==> src/rtl/sce_pkg.sv <==
package sce_pkg;
  // opcode field layout; positions are fixed by the command stream
  typedef struct packed {
    logic special;   // bit 7
    logic tms;       // bit 6
    logic din_en;    // bit 5
    logic dout_en;   // bit 4
    logic lsb;       // bit 3
    logic icn;       // bit 2 sample on falling edge
    logic bits;      // bit 1 bit-counted length
    logic ocn;       // bit 0 launch on falling edge
  } sce_op_t;

  typedef enum logic [2:0] {
    ST_OPC, ST_LEN0, ST_LEN1, ST_FETCH, ST_GO, ST_SHIFT, ST_PUSH, ST_NEXT
  } sce_state_t;
endpackage

==> src/rtl/sce_clkdiv.sv <==
module sce_clkdiv #(
  parameter int DIV_W = 16
) (
  input  logic             clk,
  input  logic             rst,
  input  logic             en,
  input  logic [DIV_W-1:0] div,
  output logic             tick
);
  logic [DIV_W-1:0] cnt;

  always_ff @(posedge clk) begin
    if (rst || !en) cnt <= '0;
    else if (cnt == div) cnt <= '0;
    else cnt <= cnt + 1'b1;
  end

  assign tick = en && (cnt == div);

  // two ticks never come back to back unless the phase is one cycle
  p_tick_gap_r10: assert property (@(posedge clk) disable iff (rst)
    (tick && div != '0) |=> (!tick || div == '0));
endmodule

==> src/rtl/sce_shifter.sv <==
module sce_shifter #(
  parameter int W = 8,
  localparam int CW = $clog2(W + 1)
) (
  input  logic          clk,
  input  logic          rst,
  input  logic          start,
  input  logic [W-1:0]  data,
  input  logic [CW-1:0] nbits,
  input  logic          lsb,
  input  logic          ocn,
  input  logic          icn,
  input  logic          oe,
  input  logic          tms_mode,
  input  logic          tick,
  input  logic          din,
  output logic          busy,
  output logic          done,
  output logic          sclk,
  output logic          dout,
  output logic          tms,
  output logic [W-1:0]  packed_out
);
  logic [W-1:0]  sreg, cap;
  logic [CW-1:0] cnt, nb;
  logic          phase, lsb_r, ocn_r, icn_r, oe_r, tms_r;
  logic          nxt;
  logic [W-1:0]  sreg_sh, cap_nx;
  logic [CW-1:0] pad;

  assign nxt     = lsb_r ? sreg[0] : sreg[W-1];
  assign sreg_sh = lsb_r ? (sreg >> 1) : (sreg << 1);
  assign cap_nx  = lsb_r ? {din, cap[W-1:1]} : {cap[W-2:0], din};
  assign pad     = CW'(W) - nb;
  assign packed_out = lsb_r ? (cap >> pad) : (cap << pad);

  always_ff @(posedge clk) begin
    done <= 1'b0;
    if (rst) begin
      busy <= 1'b0; sclk <= 1'b0; dout <= 1'b0; tms <= 1'b0; phase <= 1'b0;
      sreg <= '0; cap <= '0; cnt <= '0; nb <= '0;
      lsb_r <= 1'b0; ocn_r <= 1'b0; icn_r <= 1'b0; oe_r <= 1'b0; tms_r <= 1'b0;
    end else if (start && !busy) begin
      busy <= 1'b1; phase <= 1'b0; cap <= '0; cnt <= nbits; nb <= nbits;
      lsb_r <= lsb; ocn_r <= ocn; icn_r <= icn; oe_r <= oe; tms_r <= tms_mode;
      if (tms_mode) dout <= data[W-1];
      if (ocn) begin
        if (tms_mode) tms <= lsb ? data[0] : data[W-1];
        else if (oe) dout <= lsb ? data[0] : data[W-1];
        sreg <= lsb ? (data >> 1) : (data << 1);
      end else begin
        sreg <= data;
      end
    end else if (busy && tick) begin
      if (!phase) begin
        sclk <= 1'b1; phase <= 1'b1;
        if (!ocn_r) begin
          if (tms_r) tms <= nxt;
          else if (oe_r) dout <= nxt;
          sreg <= sreg_sh;
        end
        if (!icn_r) cap <= cap_nx;
      end else begin
        sclk <= 1'b0; phase <= 1'b0;
        if (icn_r) cap <= cap_nx;
        if (cnt == CW'(1)) begin
          busy <= 1'b0; done <= 1'b1;
        end else begin
          cnt <= cnt - 1'b1;
          if (ocn_r) begin
            if (tms_r) tms <= nxt;
            else if (oe_r) dout <= nxt;
            sreg <= sreg_sh;
          end
        end
      end
    end
  end

  // the serial clock only moves one cycle after a divider tick
  p_clk_on_tick_r10: assert property (@(posedge clk) disable iff (rst)
    !tick |=> $stable(sclk));
  // falling-edge launch leaves the pins untouched at the rising edge
  p_launch_fall_r4: assert property (@(posedge clk) disable iff (rst)
    (busy && tick && !phase && ocn_r) |=> ($stable(dout) && $stable(tms)));
  // every transfer ends with the serial clock back low
  p_idle_low_r4: assert property (@(posedge clk) disable iff (rst)
    done |-> !sclk);
endmodule

==> src/rtl/serial_cmd_engine.sv <==
module serial_cmd_engine
  import sce_pkg::*;
#(
  parameter int DIV_W = 16
) (
  input  logic             clk,
  input  logic             rst,
  input  logic [DIV_W-1:0] div_cfg,
  input  logic [7:0]       in_data,
  input  logic             in_valid,
  output logic             in_ready,
  output logic [7:0]       out_data,
  output logic             out_valid,
  input  logic             out_ready,
  output logic             ser_clk,
  output logic             ser_dout,
  output logic             ser_tms,
  input  logic             ser_din
);
  localparam int W  = 8;
  localparam int CW = $clog2(W + 1);

  sce_state_t    state;
  sce_op_t       op;
  logic [15:0]   left;
  logic [2:0]    bitlen;
  logic [W-1:0]  pay;
  logic          take, need_pay, sh_start, sh_busy, sh_done, tick;
  logic [CW-1:0] sh_nbits;
  logic [W-1:0]  sh_packed;

  assign in_ready = (state == ST_OPC) || (state == ST_LEN0) ||
                    (state == ST_LEN1) || (state == ST_FETCH);
  assign take     = in_valid && in_ready;
  assign need_pay = op.dout_en || op.tms;
  assign sh_start = (state == ST_GO);
  assign sh_nbits = op.bits ? (CW'(bitlen) + CW'(1)) : CW'(W);

  always_ff @(posedge clk) begin
    if (rst) begin
      state <= ST_OPC; op <= '0; left <= '0; bitlen <= '0; pay <= '0;
      out_data <= '0; out_valid <= 1'b0;
    end else begin
      if (out_valid && out_ready) out_valid <= 1'b0;
      case (state)
        ST_OPC: if (take && !in_data[7]) begin
          op <= sce_op_t'(in_data);
          state <= ST_LEN0;
        end
        ST_LEN0: if (take) begin
          left[7:0] <= in_data;
          bitlen <= in_data[2:0];
          if (op.bits) begin
            left <= '0;
            if (need_pay) state <= ST_FETCH;
            else begin pay <= '0; state <= ST_GO; end
          end else begin
            state <= ST_LEN1;
          end
        end
        ST_LEN1: if (take) begin
          left[15:8] <= in_data;
          if (need_pay) state <= ST_FETCH;
          else begin pay <= '0; state <= ST_GO; end
        end
        ST_FETCH: if (take) begin
          pay <= in_data;
          state <= ST_GO;
        end
        ST_GO: state <= ST_SHIFT;
        ST_SHIFT: if (sh_done) state <= op.din_en ? ST_PUSH : ST_NEXT;
        ST_PUSH: if (!out_valid) begin
          out_data <= sh_packed;
          out_valid <= 1'b1;
          state <= ST_NEXT;
        end
        ST_NEXT: begin
          if (left == '0) state <= ST_OPC;
          else begin
            left <= left - 1'b1;
            state <= need_pay ? ST_FETCH : ST_GO;
          end
        end
        default: state <= ST_OPC;
      endcase
    end
  end

  sce_clkdiv #(.DIV_W(DIV_W)) u_div (
    .clk(clk), .rst(rst), .en(sh_busy), .div(div_cfg), .tick(tick)
  );

  sce_shifter #(.W(W)) u_shift (
    .clk(clk), .rst(rst), .start(sh_start), .data(pay), .nbits(sh_nbits),
    .lsb(op.lsb), .ocn(op.ocn), .icn(op.icn), .oe(op.dout_en),
    .tms_mode(op.tms), .tick(tick), .din(ser_din), .busy(sh_busy),
    .done(sh_done), .sclk(ser_clk), .dout(ser_dout), .tms(ser_tms),
    .packed_out(sh_packed)
  );

  // a waiting result is held unchanged until accepted
  p_out_hold_r11: assert property (@(posedge clk) disable iff (rst)
    (out_valid && !out_ready) |=> (out_valid && $stable(out_data)));
  // a special opcode leaves the engine waiting for the next opcode
  p_special_skip_r1: assert property (@(posedge clk) disable iff (rst)
    (state == ST_OPC && take && in_data[7]) |=> (state == ST_OPC));
  // a special opcode is never latched as the active command
  p_no_special_latched_r1: assert property (@(posedge clk) disable iff (rst)
    (state != ST_OPC) |-> !op.special);
endmodule

==> config.mk <==
export PLATFORM = sky130hd
export DESIGN_NAME = serial_cmd_engine
export DESIGN_NICKNAME = d
export VERILOG_FILES = /design/src/rtl/sce_pkg.sv /design/src/rtl/sce_clkdiv.sv /design/src/rtl/sce_shifter.sv /design/src/rtl/serial_cmd_engine.sv
export SDC_FILE = /design/constraint.sdc
export NUM_CORES = 1
export LEC_CHECK = 0
export CAP_MARGIN = 15
export CORE_MARGIN = 1.5
export CORE_UTILIZATION = 40
export DETAILED_ROUTE_END_ITERATION = 10
export GPL_TIMING_DRIVEN = 0
export PLACE_DENSITY_LB_ADDON = 0.1
export SLEW_MARGIN = 0
export SYNTH_ARGS = -nofsm -noshare
export SYNTH_HDL_FRONTEND = slang
export SYNTH_HIERARCHICAL = 1
export SYNTH_SLANG_ARGS = --single-unit
==> constraint.sdc <==
create_clock -name clk -period 3.7 [get_ports clk]
set_input_delay 0.37 -clock clk [delete_from_list [all_inputs] [get_ports clk]]
set_output_delay 0.37 -clock clk [all_outputs]
set_load 0.01 [all_outputs]
Word level (Yosys, flattened, before mapping)
Cells that the tools add are included.
Storage, ports and cells
  register bits after elaboration: 97
  input bits: 29
  output and inout bits: 13
  logic and storage cells: 176
Cells by class
  add/sub/neg operators: 5
  equal/unequal tests: 25
  shift operators: 2
  muxes and demuxes: 73
  bitwise logic cells: 4
  reductions and logical operators: 37
Operator list (number)
  two-way mux 8 bit: 19
  two-way mux 16 bit: 3
  case mux 8 bit (3 select lines): 2
  two-way mux 1 bit: 33
  two-way mux 3 bit: 9
  case mux 3 bit (8 select lines): 1
  two-way mux 4 bit: 5
  != test 2 bit (second input constant): 9
  adder 16 x 1 -> 16 bit (second input constant): 1
  equality test 16 bit: 1
  logical NOT 16 bit: 1
  case mux 8 bit (2 select lines): 1
  subtractor 16 x 1 -> 16 bit (second input constant): 1
  equality test 3 bit (second input constant): 4
  AND reduction 3 bit: 4
  AND reduction 6 bit: 2
  AND reduction 5 bit: 2
  != test 2 x 1 -> 1 bit (second input constant): 4
  AND reduction 2 bit: 4
  nonzero test 2 bit: 4
  << shifter 8 x 4 -> 8 bit: 1
  >> shifter 8 x 4 -> 8 bit: 1
  equality test 3 x 2 -> 1 bit (second input constant): 2
  logical AND 1 bit: 6
  other kinds (15): 26

Longest topological paths before layout
Gate-level depths: netlist (run 1).
  word-level depth: 8
  mapped depth: 11
  mapped depth without buffers: 8

Modules after synthesis
Netlist (run 1), hierarchy kept.
By module, submodules not included
  sce_shifter: times used 1, cells an instance 303, area each 2469.9 um^2
  serial_cmd_engine: times used 1, cells an instance 280, area each 2293.4 um^2
  sce_clkdiv: times used 1, cells an instance 100, area each 912.1 um^2

Worst setup path after synthesis (run 1)
No wires, ideal clock.
  path kind: register -> register
  start point: register u_div.cnt[3]
  end point: register u_shift.cap[5]
  arrival: 2189 ps
  required time: 3614 ps
  path slack: 1425 ps
  cell stages (with the launch flop): 11
  path buffers: 2
  path through: dfxtp_1 > buf_2 > xnor2_1 > nand4_1 > nor4_4 > and2_1 > nand2_1 > nor2_2 > buf_2 > nor2_1 > a211oi_1
Between the ends
  word-level cells in the longest chain between the ends: 4
RTL lines
  from (decl): RTL line sce_clkdiv.sv:10  | logic [DIV_W-1:0] cnt;
  from (signal assigned): RTL line sce_clkdiv.sv:15  | else cnt <= cnt + 1'b1;
  equality test 16 bit: RTL line sce_clkdiv.sv:18  | assign tick = en && (cnt == div);
  logical AND 1 bit: RTL line sce_clkdiv.sv:18
  via tick: RTL line serial_cmd_engine.sv:28  | logic take, need_pay, sh_start, sh_busy, sh_done, tick;
  logical AND 1 bit: RTL line sce_shifter.sv:54  | end else if (busy && tick) begin
  AND reduction 3 bit (no line)
  to (signal assigned): RTL line sce_shifter.sv:62  | if (!icn_r) cap <= cap_nx;
  to (signal assigned): RTL line sce_shifter.sv:65  | if (icn_r) cap <= cap_nx;
  to (decl): RTL line sce_shifter.sv:24  | logic [W-1:0] sreg, cap;
The timed path passes the listed nets, and every way through them passes these cells.
A chain may end at the register's enable or synchronous reset.

Final worst setup path (run 1)
  start point: register u_div.cnt[3]
  end point: register u_shift.cap[6]
Same word-level chain as after synthesis.

==> results of run 1 <==
## registers in the layout, indices dropped and copies added, names as in the netlist, 3 cells and up
name,count
pay,8
u_shift/nb,4
op,7
left,16
state,3
u_shift/sreg,8
bitlen,3
out_data,8
u_shift/cnt,4
u_div/cnt,16
u_shift/cap,8
## path summary, 6_finish.rpt
check                    start             end  cells past startpoint  slack (ns)
setup / recovery  u_div/cnt[3]  u_shift/cap[6]                     10        0.95
hold / removal     u_shift/tms     u_shift/tms                      2        0.46
hold reg to reg    u_shift/tms     u_shift/tms                      2        0.46
setup reg to reg  u_div/cnt[3]  u_shift/cap[6]                     10        0.95
## cell type report
type	count	area share
Tap cell	180	0.0337
Multi-Input combinational cell	522	0.513
Buffer	48	0.0369
Timing Repair Buffer	41	0.0615
Inverter	16	0.00900
Clock buffer	12	0.0399
Clock inverter	4	0.0146
Sequential cell	97	0.291
## cells by family after synthesis
kind of cell,Yosys count
AND/OR/NAND/NOR,254
AO/OA/AOI/OAI,172
flip-flops,97
buffers and inverters,64
multiplexers,52
XOR/XNOR,38
adder cells (fa/ha/maj),6
## tightest hold or removal path, cell delays in order, from the launching register on
cell     delay (ns)
dfxtp_1        0.31
nand2_1        0.05
mux2i_1        0.06
## metal layers
| metal | GRT usage | part of all wire | vias up |
|---|---|---|---|
| met5 | 0 | 0 | - |
| met3 | 0.0478 | 0.048 | 15 |
| met2 | 0.357 | 0.47 | 143 |
| met1 | 0.282 | 0.47 | 2538 |
| li1 | - | - | 2591 |
| met4 | 0.0574 | 0.014 | 0 |
## through the flow
| step | cells | hold slack [ns] | area, um^2 | util |
|---|---|---|---|---|
| after detailed placement | 904 | 0.449 | 6310 | 0.455 |
| after global routing | 920 | 0.491 | 6680 | 0.481 |
| after floorplan | 683 | 0.431 | 5680 | - |
| after global placement | 904 | 0.447 | 6310 | 0.455 |
| after CTS | 920 | 0.462 | 6680 | 0.481 |
| final | 920 | 0.461 | 6680 | 0.481 |
## cells in the final DEF (no fill, tap or decap), types with 7 or more instances in the layout
| master | Yosys | layout |
|---|---|---|
| dfxtp_1 | 97 | 97 |
| nor2_1 | 70 | 70 |
| a21oi_1 | 66 | 66 |
| nand2_1 | 57 | 57 |
| mux2i_1 | 46 | 46 |
| clkdlybuf4s50_1 | 0 | 41 |
| nor3_1 | 32 | 32 |
| xnor2_1 | 31 | 31 |
| nand3_1 | 22 | 22 |
| clkbuf_1 | 21 | 21 |
| a211oi_1 | 20 | 20 |
| inv_1 | 14 | 14 |
| buf_2 | 14 | 14 |
| o21ai_0 | 12 | 12 |
| a22oi_1 | 10 | 10 |
| o22ai_1 | 10 | 10 |
| nand2b_1 | 9 | 9 |
| or3_1 | 9 | 9 |
| clkbuf_16 | 0 | 9 |
| xor2_1 | 7 | 7 |
| o21ai_1 | 7 | 7 |
## power by group
part	leakage (nW)	switching (mW)	internal [mW]
Combinational	1.19	0.175	0.130
Clock	0.175	0.415	0.716
Sequential	0.783	0.0230	1.07
==> flow_summary_export.csv, run 1 <==
group,metric,value,unit
synth,yosys.area.top_type,"dfxtp_1",
critical_path,required,3.96,ns
placed_design,finalWeightedCongestion,0.906,
finish,final-seq-area,0.00194,mm^2
clocking,hold_buffers,0,
clocking,cts_buffers,9,
pwr,power.total,2.52,mW
critical_path,path_class,"register to register",
floorplan,row_count,43,
floorplan,coreArea,0.0139,mm^2
pwr,power.density,378,mW/mm^2
synth,ys_seq_area_frac,0.342,
global_routing,grt_max_degree,16,
timing,fin_skew,0.00749,ns
routing,dr_total_vias,5287,
placed_design,port_buffers,41,
critical_path,worst_path_max_delay_cell,"nor4_4",
timing,slew_viol_final,0,
synth,ys_top_cells_by_area,"dfxtp_1 (34%), mux2i_1 (8.1%), a21oi_1 (5.8%)",
finish,nets,770,
global_routing,antenna_found_initial,0,
finish,multiInputGateArea,0.00343,mm^2
critical_path,critPathTopFamily,"simple AND/OR/NAND/NOR gates",
routing,drt_first_pass_iters,5,
synth,synth.avg_cell_area,8.31,um^2
timing,relSlewSlack,0.309,
run,maxCapViolations,0,
global_routing,grt_pass1_wl,25.5,mm
synth,synth_common_cells,"dfxtp_1 (97), nor2_1 (70), a21oi_1 (66), nand2_1 (57), mux2i_1 (46)",
routing,antenna_left,0,
routing,route.detailed.drc,0,
clocking,clock_latency,0.35,ns
critical_path,start_kind,"register",
floorplan,die_x,122,um
synth,synth_edf_count,0,
clocking,cts.sinks,97,
floorplan,io_pins,42,
critical_path,cp_max_fo,10,
critical_path,cp_cell_sequence,"buf_2 > xnor2_1 > nand4_1 > nor4_4 > and2_1 > nand2_1 > nor2_2 > buf_2 > nor2_1 > a211oi_1",
routing,wirelength,15.4,mm
synth,synthAdderAreaFrac,0.0132,
timing,final.setup.tns,0,ns
critical_path,critPathBufInv,2,
run_status,status,"complete, no violations",
synth,synth_top_family_by_area,"simple AND/OR/NAND/NOR gates",
timing,hold_viol,0,
clocking,cts_tree,"done",
global_routing,grt_pass1_vias,5105,
synth,syn_area,0.00568,mm^2
clocking,clk_pin_slew_worst_paths,0.07,ns
synth,synthCells,683,
timing,finalSetupViolations,0,
synth,ys_ff_latch,97,
timing,worst_pin_slew,1.03,ns
finish,n_antenna_cell,0,
pwr,leakage,2.15,nW
routing,drtIter0Drc,341,
clocking,cts-root-buf,"clkbuf_16",
critical_path,slowest_delay,0.55,ns
global_routing,grt_overflow,0,
placed_design,pre_cts_slack,0.554,ns
critical_path,cpMostUsedCell,"buf_2",
routing,wl_per_cell,16.7,um
placed_design,place_hpwl,11.2,mm
synth,yosysMostFrequentCell,"dfxtp_1",
timing,period_minus_slack,2.75,ns
routing,viasPerCell,5.75,
clocking,clock_path_buffers,2,
timing,post-route-period-util,0.742,
pwr,vdd_ir_drop_max,0.238,mV
critical_path,cp.arrival,3.01,ns
finish,fill_cells,1377,
critical_path,cp-end-kind,"register",
synth,netlist.area_leader.share,0.342,
timing,rsz0062_at_grt,"false",
timing,fmax,364,MHz
synth,yosysWarnings,6,
synth,ys.flop_type,"dfxtp_1",
synth,synth_compound_area_frac,0.201,
global_routing,grt.total_usage,0.215,
floorplan,initial_utilization,0.409,
timing,setup_ws,0.955,ns
floorplan,die_h,122,um
synth,ys_types,74,
min_path,hold_path_class,"register to register",
synth,synth.area.mux_share,0.102,
floorplan,die-area,0.0149,mm^2
finish,drive_above_1_share,0.0919,
synth,synth_xor_area_frac,0.0586,
clocking,cts_resized,0,
synth,async_flop_share,0,
synth,synthSimpleGateAreaFrac,0.229,
synth,syn_nets,718,
finish,area_delta_synth_final,17.6,%
clocking,htreeDepth,3,
clocking,postCtsSetupRepairBufs,0,
Power figures use the tool's default switching activity.
==> run 2, diff against run 1 <==
Clock period 3.7 ns to 2.7 ns, I/O delays scaled along.
==> flow_summary_export.csv, run 2 (synthesis gave the netlist of run 1 again) <==
group,metric,value,unit
timing,holdWs,0.461,ns
pwr,vdd_ir_drop_max,0.325,mV
finish,n_antenna_cell,0,
global_routing,antenna_found_initial,0,
finish,drive_above_1_share,0.0946,
placed_design,pre_cts_slack,-0.346,ns
placed_design,dpl_cell_area,0.00631,mm^2
finish,fill_cells,1374,
critical_path,worst_path_max_delay_cell,"or4b_2",
finish,stdcell_count,920,
timing,post-route-period-util,0.921,
clocking,clock_path_buffers,2,
pwr,power.total,3.46,mW
pwr,sequentialPowerShare,0.431,
timing,setup_ws,0.215,ns
timing,slew_viol_final,0,
clocking,cts.sinks,97,
global_routing,grt_pass1_vias,5125,
run,maxCapViolations,0,
timing,worst_pin_slew,1.02,ns
pwr,pwr-share-comb,0.121,
placed_design,place_hpwl,11.2,mm
pwr,p_switching,837,uW
pwr,switching_share,0.242,
critical_path,cp_cell_sequence,"inv_1 > ha_1 > or4b_2 > or4_4 > buf_6 > a21oi_4 > o32ai_1 > and2_1",
routing,wl_per_cell,16.8,um
critical_path,worstReg2RegEnd,"left[14]",
critical_path,cp-endpoint,"left[14]",
critical_path,reg2reg_setup_slack,0.21,ns
floorplan,row_count,43,
clocking,clock_latency,0.35,ns
clocking,htreeDepth,3,
min_path,hold_path_class,"register to register",
global_routing,grt.total_usage,0.216,
floorplan,die-area,0.0149,mm^2
routing,route.detailed.drc,0,
floorplan,initial_utilization,0.409,
floorplan,die_x,122,um
routing,drt_first_pass_iters,7,
timing,rsz0062_at_grt,"false",
finish,multiInputGateArea,0.00344,mm^2
pwr,p_int,2.62,mW
critical_path,reg2reg_depth,8,
critical_path,startpoint,"left[1]",
placed_design,dp.cells,904,
finish,final-seq-area,0.00194,mm^2
clocking,cts-root-buf,"clkbuf_16",
critical_path,r2r-start,"left[1]",
pwr,power.density,517,mW/mm^2
routing,dr_total_vias,5301,
routing,viasPerCell,5.76,
routing,wirelength,15.4,mm
critical_path,path_class,"register to register",
critical_path,cp-end-kind,"register",
finish,layout_common_cells,"dfxtp_1 (97), nor2_1 (70), a21oi_1 (66)",
pwr,leakage,2.16,nW
critical_path,start_kind,"register",
global_routing,grt_pass1_wl,25.6,mm
floorplan,die_h,122,um
floorplan,io_pins,42,
finish,top_regs,"left x16, u_div/cnt x16",
floorplan,coreArea,0.0139,mm^2
finish,area_delta_synth_final,17.9,%
finish,final_common_cell,"dfxtp_1",
placed_design,port_buffers,41,
critical_path,slowest_delay,0.62,ns
timing,relSlewSlack,0.315,
clocking,cts_buffers,9,
global_routing,grt_max_degree,16,
timing,finalSetupViolations,0,
finish,postLayoutCellArea,0.00669,mm^2
clocking,clk_pin_slew_worst_paths,0.07,ns
global_routing,grt_overflow,0,
critical_path,cp.arrival,2.73,ns
pwr,p_clk_frac,0.448,
timing,fmax,402,MHz
timing,hold_viol,0,
finish,nets,770,
timing,period_minus_slack,2.49,ns
run_status,status,"complete, no violations",
timing,fin_skew,0.00761,ns
clocking,cts_tree,"done",
routing,antenna_left,0,
routing,drtIter0Drc,354,
critical_path,required,2.95,ns
placed_design,finalWeightedCongestion,0.906,
critical_path,cp_max_fo,10,
[run 2: how the worst min path moves through the flow]
stage                start             to  cells after the start
6_report       u_shift/tms    u_shift/tms                      2
5_1_grt        out_data[5]    out_data[5]                      2
4_1_cts              op[2]  u_shift/icn_r                      2
3_5_place_dp         op[2]  u_shift/icn_r                      2
3_3_place_gp         op[2]  u_shift/icn_r                      2
2_1_floorplan          rst   u_shift/dout                      1
[run 2: cell type report]
| type | count | area share |
|---|---|---|
| plain buffers | 47 | 0.0363 |
| clock buffers | 12 | 0.0398 |
| clock inverters | 4 | 0.0146 |
| inverters | 16 | 0.00898 |
| multi-input cells | 522 | 0.514 |
| flip-flops and latches | 97 | 0.290 |
| well taps | 180 | 0.0337 |
| repair buffers | 42 | 0.0625 |
[run 2: routing by layer]
metal,vias up,GRT usage,wire (um)
li1,2596,-,-
met1,2544,0.282,7120
met2,146,0.359,7320
met3,15,0.0478,798
met4,0,0.0574,187
met5,-,0,0
[run 2: timing repair]
action / 4_1_cts / 5_1_grt
endpoints found under the setup margin: 2 / 7
pin swaps: 1 / 0
buffers inserted: 1 / 0
hold buffers: 0 / 0
resized for setup: 0 / 2
[run 2: critical path: cells and delay by family, from the launching register on]
family / cells / cell delay [ns]
simple gates: 3 / 1.23
compound gates: 2 / 0.42
flops: 1 / 0.35
buf+inv: 2 / 0.23
fa+ha+maj: 1 / 0.17
[run 2: per-stage QoR]
step	utilization	setup TNS, ns
after floorplan	-	0
after global routing	0.482	0
after global placement	0.455	-1.54
after CTS	0.481	0
after detailed placement	0.455	-2.61
final	0.482	0
[run 2: power groups by stage]
stage | logic, mW | clock network [mW] | registers, mW
after floorplan | 0.283 | 0 | 1.51
after global placement | 0.408 | 0 | 1.52
after detailed placement | 0.412 | 0 | 1.52
after CTS | 0.413 | 1.58 | 1.49
after global routing | 0.458 | 1.64 | 1.49
final | 0.418 | 1.55 | 1.49
